===== src/rtl/wdt_pkg.sv =====
package wdt_pkg;
  localparam int OFS_RELOAD  = 'h00;
  localparam int OFS_STAT1   = 'h04;
  localparam int OFS_STAT2   = 'h06;
  localparam int OFS_CTRL    = 'h08;
  localparam int OFS_TIMER   = 'h12;

  localparam int BIT_FIRST   = 3;
  localparam int BIT_SECOND  = 1;
  localparam int BIT_HALT    = 11;
  localparam int BIT_NOBOOT  = 0;

  localparam int TIMER_RESET = 4;
endpackage


===== src/rtl/wdt_prescaler.sv =====
module wdt_prescaler #(
  parameter int TICK_DIV = 150000000
) (
  input  logic clk,
  input  logic rst,
  input  logic run,
  input  logic restart,
  output logic tick
);
  localparam int PW = (TICK_DIV > 1) ? $clog2(TICK_DIV) : 1;
  localparam logic [PW-1:0] LAST = PW'(TICK_DIV - 1);

  logic [PW-1:0] div_q;

  assign tick = run && (div_q == LAST);

  always_ff @(posedge clk) begin
    if (rst || restart) begin
      div_q <= '0;
    end else if (run) begin
      div_q <= (div_q == LAST) ? '0 : div_q + 1'b1;
    end
  end
endmodule


===== src/rtl/wdt_countdown.sv =====
module wdt_countdown #(
  parameter int CNT_W     = 10,
  parameter int RESET_VAL = 4
) (
  input  logic             clk,
  input  logic             rst,
  input  logic             tick,
  input  logic             reload,
  input  logic [CNT_W-1:0] load_val,
  input  logic             no_reboot,
  input  logic             clr_first,
  input  logic             clr_second,
  output logic [CNT_W-1:0] cnt,
  output logic             first,
  output logic             second,
  output logic             rst_req
);
  logic expire, set_first, set_second;

  assign expire     = tick && !reload && (cnt == '0);
  assign set_first  = expire && !first;
  assign set_second = expire && first;

  always_ff @(posedge clk) begin
    if (rst) begin
      cnt <= CNT_W'(RESET_VAL);
    end else if (reload || expire) begin
      cnt <= load_val;
    end else if (tick) begin
      cnt <= cnt - 1'b1;
    end
  end

  always_ff @(posedge clk) begin
    if (rst) begin
      first   <= 1'b0;
      second  <= 1'b0;
      rst_req <= 1'b0;
    end else begin
      first   <= (first  && !clr_first)  || set_first;
      second  <= (second && !clr_second) || set_second;
      rst_req <= set_second && !no_reboot;
    end
  end
endmodule


===== src/rtl/wdt_top.sv =====
module wdt_top
  import wdt_pkg::*;
#(
  parameter int TICK_DIV = 150000000,
  parameter int CNT_W    = 10,
  parameter int ADDR_W   = 8,
  parameter int DATA_W   = 16
) (
  input  logic              clk,
  input  logic              rst,
  input  logic [ADDR_W-1:0] bus_addr,
  input  logic              bus_wr,
  input  logic [DATA_W-1:0] bus_wdata,
  output logic [DATA_W-1:0] bus_rdata,
  output logic              rst_req
);
  localparam int PAD_W = DATA_W - CNT_W;

  logic              hit_reload, hit_stat1, hit_stat2, hit_ctrl, hit_timer;
  logic              sel_rld, sel_s1, sel_s2, sel_ctl, sel_tmr;
  logic [DATA_W-1:0] tmr_q;
  logic              halt_q, nrb_q;
  logic              tick;
  logic [CNT_W-1:0]  cnt;
  logic              first, second;

  assign hit_reload = (bus_addr == ADDR_W'(OFS_RELOAD));
  assign hit_stat1  = (bus_addr == ADDR_W'(OFS_STAT1));
  assign hit_stat2  = (bus_addr == ADDR_W'(OFS_STAT2));
  assign hit_ctrl   = (bus_addr == ADDR_W'(OFS_CTRL));
  assign hit_timer  = (bus_addr == ADDR_W'(OFS_TIMER));

  assign sel_rld = bus_wr && hit_reload;
  assign sel_s1  = bus_wr && hit_stat1;
  assign sel_s2  = bus_wr && hit_stat2;
  assign sel_ctl = bus_wr && hit_ctrl;
  assign sel_tmr = bus_wr && hit_timer;

  always_ff @(posedge clk) begin
    if (rst) begin
      tmr_q  <= DATA_W'(TIMER_RESET);
      halt_q <= 1'b1;
      nrb_q  <= 1'b0;
    end else begin
      if (sel_tmr) tmr_q <= bus_wdata;
      if (sel_ctl) begin
        halt_q <= bus_wdata[BIT_HALT];
        nrb_q  <= bus_wdata[BIT_NOBOOT];
      end
    end
  end

  wdt_prescaler #(.TICK_DIV(TICK_DIV)) u_pre (
    .clk     (clk),
    .rst     (rst),
    .run     (!halt_q),
    .restart (sel_rld),
    .tick    (tick)
  );

  wdt_countdown #(.CNT_W(CNT_W), .RESET_VAL(TIMER_RESET)) u_cnt (
    .clk        (clk),
    .rst        (rst),
    .tick       (tick),
    .reload     (sel_rld),
    .load_val   (tmr_q[CNT_W-1:0]),
    .no_reboot  (nrb_q),
    .clr_first  (sel_s1 && bus_wdata[BIT_FIRST]),
    .clr_second (sel_s2 && bus_wdata[BIT_SECOND]),
    .cnt        (cnt),
    .first      (first),
    .second     (second),
    .rst_req    (rst_req)
  );

  always_comb begin
    bus_rdata = '0;
    if (hit_reload) bus_rdata = {{PAD_W{1'b0}}, cnt};
    if (hit_stat1)  bus_rdata[BIT_FIRST]  = first;
    if (hit_stat2)  bus_rdata[BIT_SECOND] = second;
    if (hit_ctrl) begin
      bus_rdata[BIT_HALT]   = halt_q;
      bus_rdata[BIT_NOBOOT] = nrb_q;
    end
    if (hit_timer)  bus_rdata = tmr_q;
  end
endmodule


===== config.mk =====
export PLATFORM = sky130hd
export DESIGN_NAME = wdt_top
export DESIGN_NICKNAME = d
export VERILOG_FILES = /design/src/rtl/wdt_pkg.sv /design/src/rtl/wdt_prescaler.sv /design/src/rtl/wdt_countdown.sv /design/src/rtl/wdt_top.sv
export SDC_FILE = /design/constraint.sdc
export NUM_CORES = 1
export LEC_CHECK = 0
export BUFFER_PORTS_ARGS = -buffer_cell sky130_fd_sc_hd__buf_2
export CORE_AREA = 4 4 75 147
export CTS_CLUSTER_DIAMETER = 40
export DETAILED_ROUTE_END_ITERATION = 8
export DIE_AREA = 0 0 79 151
export PLACE_DENSITY = 0.64
export SLEW_MARGIN = 20
export SYNTH_ARGS = -nofsm -noshare
export SYNTH_HDL_FRONTEND = slang
export SYNTH_HIERARCHICAL = 1
export SYNTH_SLANG_ARGS = --single-unit

===== constraint.sdc =====
create_clock -name clk -period 7.6 [get_ports clk]
set_input_delay 1.52 -clock clk [delete_from_list [all_inputs] [get_ports clk]]
set_output_delay 1.52 -clock clk [all_outputs]
set_load 0.02 [all_outputs]

Word-level counts from Yosys, hierarchy flattened:

Cells that the tools add are included.

* logic and storage cells: 52
* memory bits (writable): 0
* memories kept: 0
* latch bits: 0
* input port bits: 27
* flip-flop bits (word level): 59
* output and inout bits: 17
* memory bits (read-only): 0

* equality and inequality tests: 5
* add/subtract/negate cells: 2
* shifts and indexed selects: 0
* multipliers: 0
* muxes and demuxes: 9
* reduce and logical (&&, ||, !) cells: 28
* magnitude comparators: 0
* bitwise gates (word level): 0
* divide/modulo/power cells: 0

Operator list (number)
* two-way mux 10 bit: 3
* adder 28 x 1 -> 28 bit (second input constant): 1
* equality test 28 bit (second input constant): 1
* two-way mux 28 bit: 1
* equality test 8 x 3 -> 1 bit (second input constant): 2
* two-way mux 16 bit: 1
* logical AND 1 bit: 15
* logical NOT 10 bit: 1
* subtractor 10 x 1 -> 10 bit (second input constant): 1
* equality test 8 x 4 -> 1 bit (second input constant): 1
* equality test 8 x 5 -> 1 bit (second input constant): 1
* logical NOT 8 bit: 1
* logical NOT 1 bit: 6
* logical OR 1 bit: 4
* two-way mux 1 bit: 4
* nonzero test 2 bit: 1

Longest topological paths before layout:

Gate-level depths: netlist (run 1).

* depth after elaboration: 7
* depth in mapped cells: 11
* mapped depth without buffers: 9

Cells and area by module:

The synthesis (run 1) kept the hierarchy.

By module, submodules not included
* wdt_prescaler: cells an instance 171, sequential area each 560.5 um^2, times used 1, area each 1475.2 um^2
* wdt_top: cells an instance 127, sequential area each 360.3 um^2, times used 1, area each 1204.9 um^2
* wdt_countdown: cells an instance 75, sequential area each 260.2 um^2, times used 1, area each 713.2 um^2

Worst setup path after synthesis (run 1):

OpenSTA, ideal clock, no wires.

* kind: input to output
* start point: in bus_addr[3]
* end point: out bus_rdata[0]
* path buffers: 3
* stages: 6
* data required time: 6.080 ns
* arrival time: 2.778 ns
* path slack: 3.302 ns
* cells stage by stage: buf_6 > or4b_4 > buf_6 > nor2_4 > buf_4 > a22o_1

* longest elaborated chain between the ends: 4
* elaborated cells on any way between the ends: 6
* those cells by class: eq/ne (2); mux (3); reduce/logical (1)

RTL lines
* start, declared: RTL line wdt_top.sv:11 `input logic [ADDR_W-1:0] bus_addr,`
* logical NOT 8 bit: RTL line wdt_top.sv:27 `assign hit_reload = (bus_addr == ADDR_W'(OFS_RELOAD));`
* two-way mux 10 bit: RTL line wdt_top.sv:78 `if (hit_reload) bus_rdata = {{PAD_W{1'b0}}, cnt};`
* two-way mux 1 bit: RTL line wdt_top.sv:81 `if (hit_ctrl) begin`
* two-way mux 16 bit (*): RTL line wdt_top.sv:85 `if (hit_timer) bus_rdata = tmr_q;`
* end, declared: RTL line wdt_top.sv:14 `output logic [DATA_W-1:0] bus_rdata,`

Every way passes the cells marked *; elsewhere a longest branch is shown, timed or not.

Final worst setup path (run 1):

* start point: in bus_addr[3]
* end point: out bus_rdata[1]

* longest elaborated chain between the ends: 4
* elaborated cells on any way between the ends: 6
* those cells by class: eq/ne (2); mux (3); reduce/logical (1)

RTL lines
* logical NOT 8 bit: RTL line wdt_top.sv:27
* two-way mux 10 bit: RTL line wdt_top.sv:78
* two-way mux 1 bit: RTL line wdt_top.sv:80 `if (hit_stat2) bus_rdata[BIT_SECOND] = second;`
* two-way mux 16 bit (*): RTL line wdt_top.sv:85

Marks and branches as above.

==> results.md, run 1 <==
- Sink Count: 59
- 1st-iter DRT viols: 143
- Syn nets: about 400
- Area grow syn2layout: 15.74%
- Total GRT Usage: approximately 15%
- Sequential cell area: approximately 1200 um^2
- Worst Tran Pin Value: slightly below 0.9 ns
- Worst hold path class: reg2reg
- Layout cells sized above 1: 24.51%
- Final hold violation count: 0
- Crit path max fanout: 16
- Max-slew headroom: 41.09%
- Critical path data required time: 6.08 ns
- Antenna violations before repair: 0
- Cts hold-fix bufs: 0
- Die X-Extent: between 70 and 80 um
- Worst Path Class, Setup: in2out
- Clk_lat worst skew: 0.33 ns
- CTS tree: done
- Sw frac: between 20% and 30%
- Data arrival time of the critical path: 3.13 ns
- Main synth FF type: dfxtp_1
- Area of the core: between 10000 and 15000 um^2
- Peak Freq: 215.0 MHz
- P per Cell Area: 181.1 nW/um^2
- Largest net degree at the start of global routing: 38
- RSZ-0062 raised after global routing: no
- Internal power: roughly 0.54 mW
- Crit path largest cell delay: approximately 0.71 ns
- Skew final: 0.006062 ns
- Hold wc startpoint: nrb_q$_SDFFE_PP0P_
- Top cell by count, worst path: buf_2
- Outcome: finished, final reports clean
- Setup violators final: 0
- Critical path endpoint category: primary output
- CTS root buffer: clkbuf_16
- CP startpoint: bus_addr[3]
- WL final: 8.566 mm
- Post-synth ARST share: 0%
- Number of synthesized flops with an enable pin: 0
- Post-CTS sizing: 0
- Die H: 151 um
- Clock Tree Buf Depth: 2
- Clock Power Share: between 50% and 60%
- Pre-antenna DRT Iters: 4
- Multi-input logic area: 2031 um^2
- Htree depth: 3
- DRT antenna net count: 0
- Gpl congestion: 0.8492
- First-pass GRT wire length: 14.21 mm
- P_sw: 0.1699 mW
- Top-Level Pins: 44
- Leak: 1.361 nW
- Final period utilization: 61.20%
- Flop and latch count out of synthesis: 59
- Nets: 436
- Via count: between 2k and 3k
- Worst-path clk slew: 0.06 ns
- CTS buffer count: 9
- Die area: 11930 um^2
- Tot Pwr: 0.7112 mW
- # rows: 52
- Grt ovf: 0
- Vias per cell: 5.371
- Combinational share of power: 4.3%
- Hpwl dp: 6.652 mm
- Setup tns final: 0 ns
- Worst Setup Start Kind: input pin
- DRC Markers: 0
- Vias in the first global route: about 3k
- CP max-delay cell: or4b_4
- Setup Buffers After CTS: 0
- Sequential share of the synthesized area: 34.81%
- Mapped Area: 3393 um^2
- Total of max-cap violations: 0
- Slew Viols, Final: 0
- Ant diodes: 0
- Peak VDD IR: 0.1416 mV
- Reg-to-reg startpoint: u_pre/div_q[18]$_SDFFE_PP0P_
- Initial core utilization: 33.87%
- Crit path cell chain: buf_2 -> or4b_4 -> nor2_4 -> a221o_1 -> buf_2
- Yosys warnings: 6
- Port-buffer cells: 43
- Fill cell count: 1048
- Sequential Power Share: 43.7%
- Average size of a mapped cell: 9.097 um^2
- Routed len/inst: 15.66 um
- Yosys cell types: 63
- Post-Syn Instances: 373
- Fin crit period: 4.651 ns
area by class of cell:
cell class	count	share of cell area, %
multi-input combinational	283	51.70
sequential	59	30.07
timing repair buffer	46	6.053
clock buffer	9	5.734
tap	135	4.301
clock inverter	7	1.370
inverter	8	0.7646
flip-flops by register name (all words and copies together), names as in the netlist:
| signal | count |
|---|---|
| nrb_q | 1 |
| u_cnt/cnt | 10 |
| u_cnt/rst_req | 1 |
| halt_q | 1 |
| u_cnt/second | 1 |
| u_pre/div_q | 28 |
| tmr_q | 16 |
| u_cnt/first | 1 |
synthesized netlist by cell type, types with 3 or more instances:
cell	n	area [um^2]
nand3_1	12	60.06
or3_1	3	18.77
buf_6	7	78.83
a211oi_2	5	62.56
nor2_1	53	198.9
nor4_4	3	63.81
and4_1	6	52.55
a21oi_1	24	120.1
clkbuf_1	10	37.54
nor3_1	12	60.06
xnor2_1	17	148.9
mux2i_1	7	70.07
buf_2	3	15.01
o31ai_2	10	125.1
nand4_1	25	156.4
xor2_1	11	96.34
and3_1	7	43.79
dfxtp_1	59	1181
nor4_1	5	31.28
o31ai_1	5	37.54
a22o_1	9	78.83
or4_1	4	30.03
nand2_1	14	52.55
inv_1	8	30.03
nand2b_1	5	31.28
critical path: cells and delay by family:
| family | cells | cell delay, ns |
|---|---|---|
| buffers and inverters | 2 | 0.33 |
| AOI/OAI and AO/OA | 1 | 0.22 |
| and+or+nand+nor | 2 | 1.05 |
metal layers:
layer,global-route usage (%),vias up,routed length [um],part of all wire [%]
met5,0,-,0,0
met4,7.745,0,233,2.7
met3,2.857,17,296,3.5
met2,31.21,67,5154,60
met1,13.27,1397,2881,34
li1,-,1457,-,-
through the flow:
stage | util, % | setup slack [ns] | cells | hold WS (ns) | instance area [um^2]
final | 39.20 | 2.949 | 547 | 0.4554 | 3928
after global routing | 39.20 | 2.872 | 547 | 0.4848 | 3928
after CTS | 39.20 | 2.950 | 547 | 0.4628 | 3928
after detailed placement | 36.41 | 2.957 | 531 | 0.4591 | 3649
after global placement | 36.41 | 2.982 | 531 | 0.4614 | 3649
after floorplan | - | 3.302 | 373 | 0.4172 | 3393
worst paths after layout:
path / end / slack (ns) / cells past startpoint
worst max-delay path: bus_rdata[1] / 2.95 / 5
worst min-delay path: u_cnt/rst_req$_SDFF_PP0_ / 0.46 / 1
worst min register to register: u_cnt/rst_req$_SDFF_PP0_ / 0.46 / 1
worst max register to register: u_cnt/cnt[1]$_SDFFE_PP0P_ / 4.47 / 8
cell families after synthesis:
group	after synthesis	synth area share (%)
AOI/OAI and AO/OA	70	17.37
buffers and inverters	31	5.531
and+or+nand+nor	175	31.93
xor gates and xnor gates	28	7.227
adders and majority gates	2	0.7373
muxes	8	2.397
DFF	59	34.81
layout by cell type, fill, tap and decap left out, drive strengths merged, types with 11 or more instances in the layout:
cell	netlist	layout
xnor2	17	17
nand4	26	26
a21oi	24	24
xor2	11	11
dfxtp	59	59
nor2	55	55
buf	13	46
nor3	16	16
nand3	12	12
o31ai	15	15
nand2	15	15
power groups by stage:
stage	Clock, mW	Combinational, mW	Sequential, mW
2_1_floorplan	0	0.0200	0.317
3_3_place_gp	0	0.0296	0.318
3_5_place_dp	0	0.0302	0.318
4_1_cts	0.378	0.0303	0.311
5_1_grt	0.390	0.0332	0.311
6_report	0.370	0.0304	0.311
Power figures use the tool's default switching activity.
==> run 2, diff against run 1 <==
==> constraint.sdc (replaced) <==
create_clock -name clk -period 4.6 [get_ports clk]
set_input_delay 0.92 -clock clk [delete_from_list [all_inputs] [get_ports clk]]
set_output_delay 0.92 -clock clk [all_outputs]
set_load 0.02 [all_outputs]
==> run 2 against run 1 <==
Worst setup slack worse by 1.8 ns; cell area up 1.0%; highest routed layer unchanged; register-to-register slack got worse by 3.0 ns; die area is the same; routed wire length is 0.23% higher; non-clock buffer count rose by 2; critical path depth unchanged; count of clock-buffer cells in the layout is 1 higher.
==> results.md, run 2 (synthesis gave the netlist of run 1 again) <==
- Gpl congestion: 0.8424
- Final period utilization: 74.44%
- Crit path cell chain: buf_2 -> or4b_4 -> nor2_4 -> a221o_1 -> buf_2
- Cts hold-fix bufs: 0
- Crit path max fanout: 16
- Worst Setup Start Kind: input pin
- Grt ovf: 0
- DRC Markers: 0
- Worst Tran Pin Value: 0.7599 ns
- Antenna violations before repair: 0
- Setup violators final: 0
- Data arrival time of the critical path: 2.50 ns
- Clock Power Share: 54.3%
- Worst Path Class, Setup: in2out
- Final hold violation count: 0
- Critical path data required time: 3.68 ns
- Slack of the critical path: 1.176 ns
- Layout cells sized above 1: 24.88%
- Port-buffer cells: 43
- RSZ-0062 raised after global routing: no
- CTS tree: done
- Via count: about 3.0k
- Worst Reg-to-Reg Cells: 8
- Peak Freq: 292.0 MHz
- Peak VDD IR: 0.2040 mV
- Slew Viols, Final: 0
- First-pass GRT wire length: about 14 mm
- Most frequent cells in the layout: 59 x dfxtp_1, 53 x nor2_1, 43 x buf_2
- Total of max-cap violations: 0
- Worst Setup Slack post-DPL: 1.178 ns
- # rows: 52
- Most common cell after layout, fill and taps aside: dfxtp_1
- Biggest register: u_pre/div_q
- Sink Count: 59
- P per Cell Area: 311.8 nW/um^2
- Clock Tree Buf Depth: 2
- Clk_lat worst skew: between 0.3 and 0.4 ns
- P_sw: 0.2754 mW
- Largest net degree at the start of global routing: 38
- WL final: 8.586 mm
- Sequential cell area: 1181 um^2
- Post-CTS sizing: 0
- Total GRT Usage: approximately 15%
- Initial core utilization: 33.87%
- Leak: approximately 1.4 nW
- Setup Buffers After CTS: 0
- Outcome: finished, final reports clean
- Vias per cell: 5.426
- Sequential Power Share: between 40 and 50%
- Worst-path clk slew: approximately 0.050 ns
- Max-slew headroom: approximately half
- Combinational share of power: 4.2%
- Hpwl dp: 6.542 mm
- Critical path endpoint category: primary output
- Fin crit period: 3.424 ns
- Skew final: 0.004595 ns
- Flop2flop setup slack: 1.48 ns
- Die H: around 150 um
- CTS buffer count: 9
- Biggest regs: u_pre/div_q: 28 flops, tmr_q: 16 flops, u_cnt/cnt: 10 flops
- Top-Level Pins: 44
- Routed len/inst: 15.64 um
- Nets: approximately 440
- Sw frac: 22.26%
- Internal power: 0.9615 mW
- CTS root buffer: clkbuf_16
- Pre-antenna DRT Iters: 4
- Area of the core: about 10000 um^2
- DRT antenna net count: 0
- Die area: 11930 um^2
- WHS Path Cells: 2
- Vias in the first global route: approximately 2.9k
- Fill cell count: 1035
- Worst hold path class: reg2reg
- Htree depth: 3
- Area grow syn2layout: 16.92%
- Crit path largest cell delay: 0.71 ns
- CP max-delay cell: or4b_4
- Die X-Extent: 79 um
- Setup tns final: 0 ns
- Ant diodes: 0
- Multi-input logic area: 2031 um^2
- Top cell by count, worst path: buf_2
- Flip-flop count of the largest register after layout: 28
- 1st-iter DRT viols: 182
## run 2: cell types whose count changed in the layout (fill, tap and decap cells not counted), sizes merged
cell / change
clkinvlp: +1
bufinv: +1
clkbuf: +1
buf: +2
inv: -1
clkinv: -2
## run 2: path summary, 6_finish.rpt
path	startpoint	to
setup reg to reg	u_pre/div_q[18]$_SDFFE_PP0P_	u_cnt/cnt[6]$_SDFFE_PP0P_
hold reg to reg	u_cnt/second$_SDFF_PP0_	u_cnt/second$_SDFF_PP0_
hold / removal	u_cnt/second$_SDFF_PP0_	u_cnt/second$_SDFF_PP0_
setup / recovery	bus_addr[3]	bus_rdata[1]
## run 2: layout make-up
| cell class | count | area share (%) |
|---|---|---|
| clock buffer | 10 | 6.023 |
| clock inverter | 6 | 1.640 |
| inverter | 8 | 0.7569 |
| multi-input combinational | 283 | 51.18 |
| sequential | 59 | 29.77 |
| tap | 135 | 4.257 |
| timing repair buffer | 48 | 6.370 |
## run 2: through the flow
stage | total power, mW | utilization [%] | cell area [um^2] | hold slack [ns] | std cells
2_1_floorplan | 0.5576 | - | 3393 | 0.4172 | 373
3_3_place_gp | 0.5749 | 36.56 | 3664 | 0.4621 | 533
3_5_place_dp | 0.5757 | 36.56 | 3664 | 0.4594 | 533
4_1_cts | 1.251 | 39.60 | 3968 | 0.4704 | 549
5_1_grt | 1.277 | 39.60 | 3968 | 0.4916 | 549
6_report | 1.237 | 39.60 | 3968 | 0.4688 | 549
## run 2: power groups by stage
stage          combinational, mW  clock, mW  sequential [mW]
6_report                  0.0516      0.671            0.514
5_1_grt                   0.0562      0.708            0.514
4_1_cts                   0.0514      0.686            0.514
3_5_place_dp              0.0510          0            0.525
3_3_place_gp              0.0502          0            0.525
2_1_floorplan             0.0331          0            0.524
## run 2: routing by layer
metal | GRT usage [%] | part of all wire (%)
met4 | 7.917 | 2.7
met3 | 3.155 | 3.7
met2 | 29.94 | 59
met1 | 12.95 | 35
met5 | 0 | 0
## run 2: critical path, delay by kind of cell
| family | cells | cell delay [ns] |
|---|---|---|
| buffers and inverters | 2 | 0.33 |
| AOI/OAI and AO/OA | 1 | 0.22 |
| and+or+nand+nor | 2 | 1.02 |
==> run 3, diff against run 2 <==
==> constraint.sdc (replaced) <==
create_clock -name clk -period 3.5 [get_ports clk]
set_input_delay 0.7 -clock clk [delete_from_list [all_inputs] [get_ports clk]]
set_output_delay 0.7 -clock clk [all_outputs]
set_load 0.02 [all_outputs]
==> run 3 against run 2 <==
Worst setup slack worse by 0.69 ns; routed wire length down 0.14%; die area is the same; critical path depth stayed put; count of clock-buffer cells in the layout rose by 2; largest power group unchanged; highest routed layer unchanged; critical path type unchanged.
==> results.md, run 3 (synthesis gave the netlist of run 1 again) <==
- Worst-path clk slew: 0.05 ns
- Initial core utilization: 33.87%
- RSZ-0062 raised after global routing: no
- Critical path endpoint category: primary output
- Worst Setup Start Kind: input pin
- Die area: 11930 um^2
- Max-slew headroom: ~48%
- Layout cells sized above 1: roughly a quarter
- CTS buffer count: 9
- Skew final: around 0.0065 ns
- Top-Level Pins: 44
- Worst hold path class: reg2reg
- Most common cell after layout, fill and taps aside: dfxtp_1
- Hold WS: around 0.47 ns
- Sequential Power Share: 44.6%
- Peak Freq: 331.6 MHz
- Clock Power Share: 50.9%
- Setup Buffers After CTS: 0
- Total GRT Usage: 15.29%
- Fin crit period: 3.016 ns
- First-pass GRT wire length: 14.35 mm
- Biggest regs: u_pre/div_q: 28 flops, tmr_q: 16 flops, u_cnt/cnt: 10 flops
- Biggest register: u_pre/div_q
- Grt ovf: 0
- Non-filler cells, final: 549
- Post-CTS sizing: 0
- Clock Tree Buf Depth: 2
- Final hold violation count: 0
- Most frequent cells in the layout: 59 x dfxtp_1, 53 x nor2_1, 43 x buf_2
- Worst Tran Pin Value: slightly below 0.8 ns
- CTS root buffer: clkbuf_16
- Outcome: finished, final reports clean
- Sw frac: a little over a fifth
- Leak: 1.381 nW
- Final Util: 39.25%
- Vias per cell: 5.486
- Crit path cell chain: buf_2 -> or4b_4 -> nor2_4 -> a22o_1 -> buf_2
- P_sw: 0.3296 mW
- P per Cell Area: 385.4 nW/um^2
- Final period utilization: 86.17%
- Area of the core: 10020 um^2
- Placed cells: 534
- WL final: 8.574 mm
- Pre-antenna DRT Iters: 4
- Largest net degree at the start of global routing: 38
- Fill cell count: 1055
- Setup violators final: 0
- CP max-delay cell: or4b_4
- Die X-Extent: between 70 and 80 um
- Nets: 439
- Cts hold-fix bufs: 0
- Gpl congestion: 0.8685
- Port-buffer cells: 43
- Die H: 151 um
- # rows: 52
- Area grow syn2layout: 15.89%
- Internal power: about 1.2 mW
- Top cell by count, worst path: buf_2
- Antenna violations before repair: 0
- Critical path data required time: ~2.8 ns
- Hpwl dp: 6.694 mm
- DRT antenna net count: 0
- Ant diodes: 0
- Clk_lat worst skew: 0.32 ns
- Peak VDD IR: 0.2291 mV
- Via count: 3012
- CTS tree: done
- Vias in the first global route: 3084
- Routed len/inst: about 16 um
- Crit path max fanout: 16
- DRC Markers: 0
- Worst Path Class, Setup: in2out
- Setup tns final: 0 ns
- Htree depth: 3
- Sink Count: 59
- Total of max-cap violations: 0
- Flip-flop count of the largest register after layout: 28
- Combinational share of power: 4.5%
- Tot Pwr: 1.515 mW
- Data arrival time of the critical path: 2.32 ns
- Slew Viols, Final: 0
- 1st-iter DRT viols: about 110
- Crit path largest cell delay: 0.72 ns
-- run 3: critical path, delay by kind of cell --
family          cells  cell delay [ns]
compound gates      1             0.22
buf+inv             2             0.34
simple gates        2             1.06
-- run 3: final timing paths --
kind	end	cells after the start	startpoint	slack, ns
max	bus_rdata[2]	5	bus_addr[3]	0.48
min	tmr_q[12]$_SDFFE_PP0P_	2	tmr_q[12]$_SDFFE_PP0P_	0.47
max reg2reg	u_cnt/cnt[6]$_SDFFE_PP0P_	8	u_pre/div_q[18]$_SDFFE_PP0P_	0.61
min reg2reg	tmr_q[12]$_SDFFE_PP0P_	2	tmr_q[12]$_SDFFE_PP0P_	0.47
-- run 3: power groups by stage --
stage	logic [mW]	registers, mW	clock network [mW]
after floorplan	0.0435	0.689	0
after global placement	0.0661	0.690	0
after detailed placement	0.0672	0.690	0
after CTS	0.0676	0.676	0.792
after global routing	0.0744	0.676	0.822
final	0.0677	0.676	0.771
-- run 3: routing by layer --
metal / vias up / GRT usage (%) / wire, um
li1: 1463 / - / -
met1: 1430 / 12.86 / 2792
met2: 88 / 30.91 / 5045
met3: 31 / 3.274 / 356
met4: 0 / 9.380 / 379
met5: - / 0 / 0
-- run 3: through the flow --
step | area [um^2] | setup WS [ns]
5_1_grt | 3933 | 0.4338
6_report | 3933 | 0.4839
3_5_place_dp | 3671 | 0.4994
4_1_cts | 3933 | 0.4909
3_3_place_gp | 3671 | 0.5256
2_1_floorplan | 3393 | 0.6605
-- run 3: layout make-up --
type | count | area, um^2 | share of cell area, %
multi-input cells | 283 | 2031 | 51.64
flip-flops and latches | 59 | 1181 | 30.03
repair buffers | 49 | 260.3 | 6.618
clock buffers | 12 | 246.5 | 6.268
well taps | 135 | 168.9 | 4.295
inverters | 8 | 30.03 | 0.7636
clock inverters | 3 | 15.01 | 0.3818
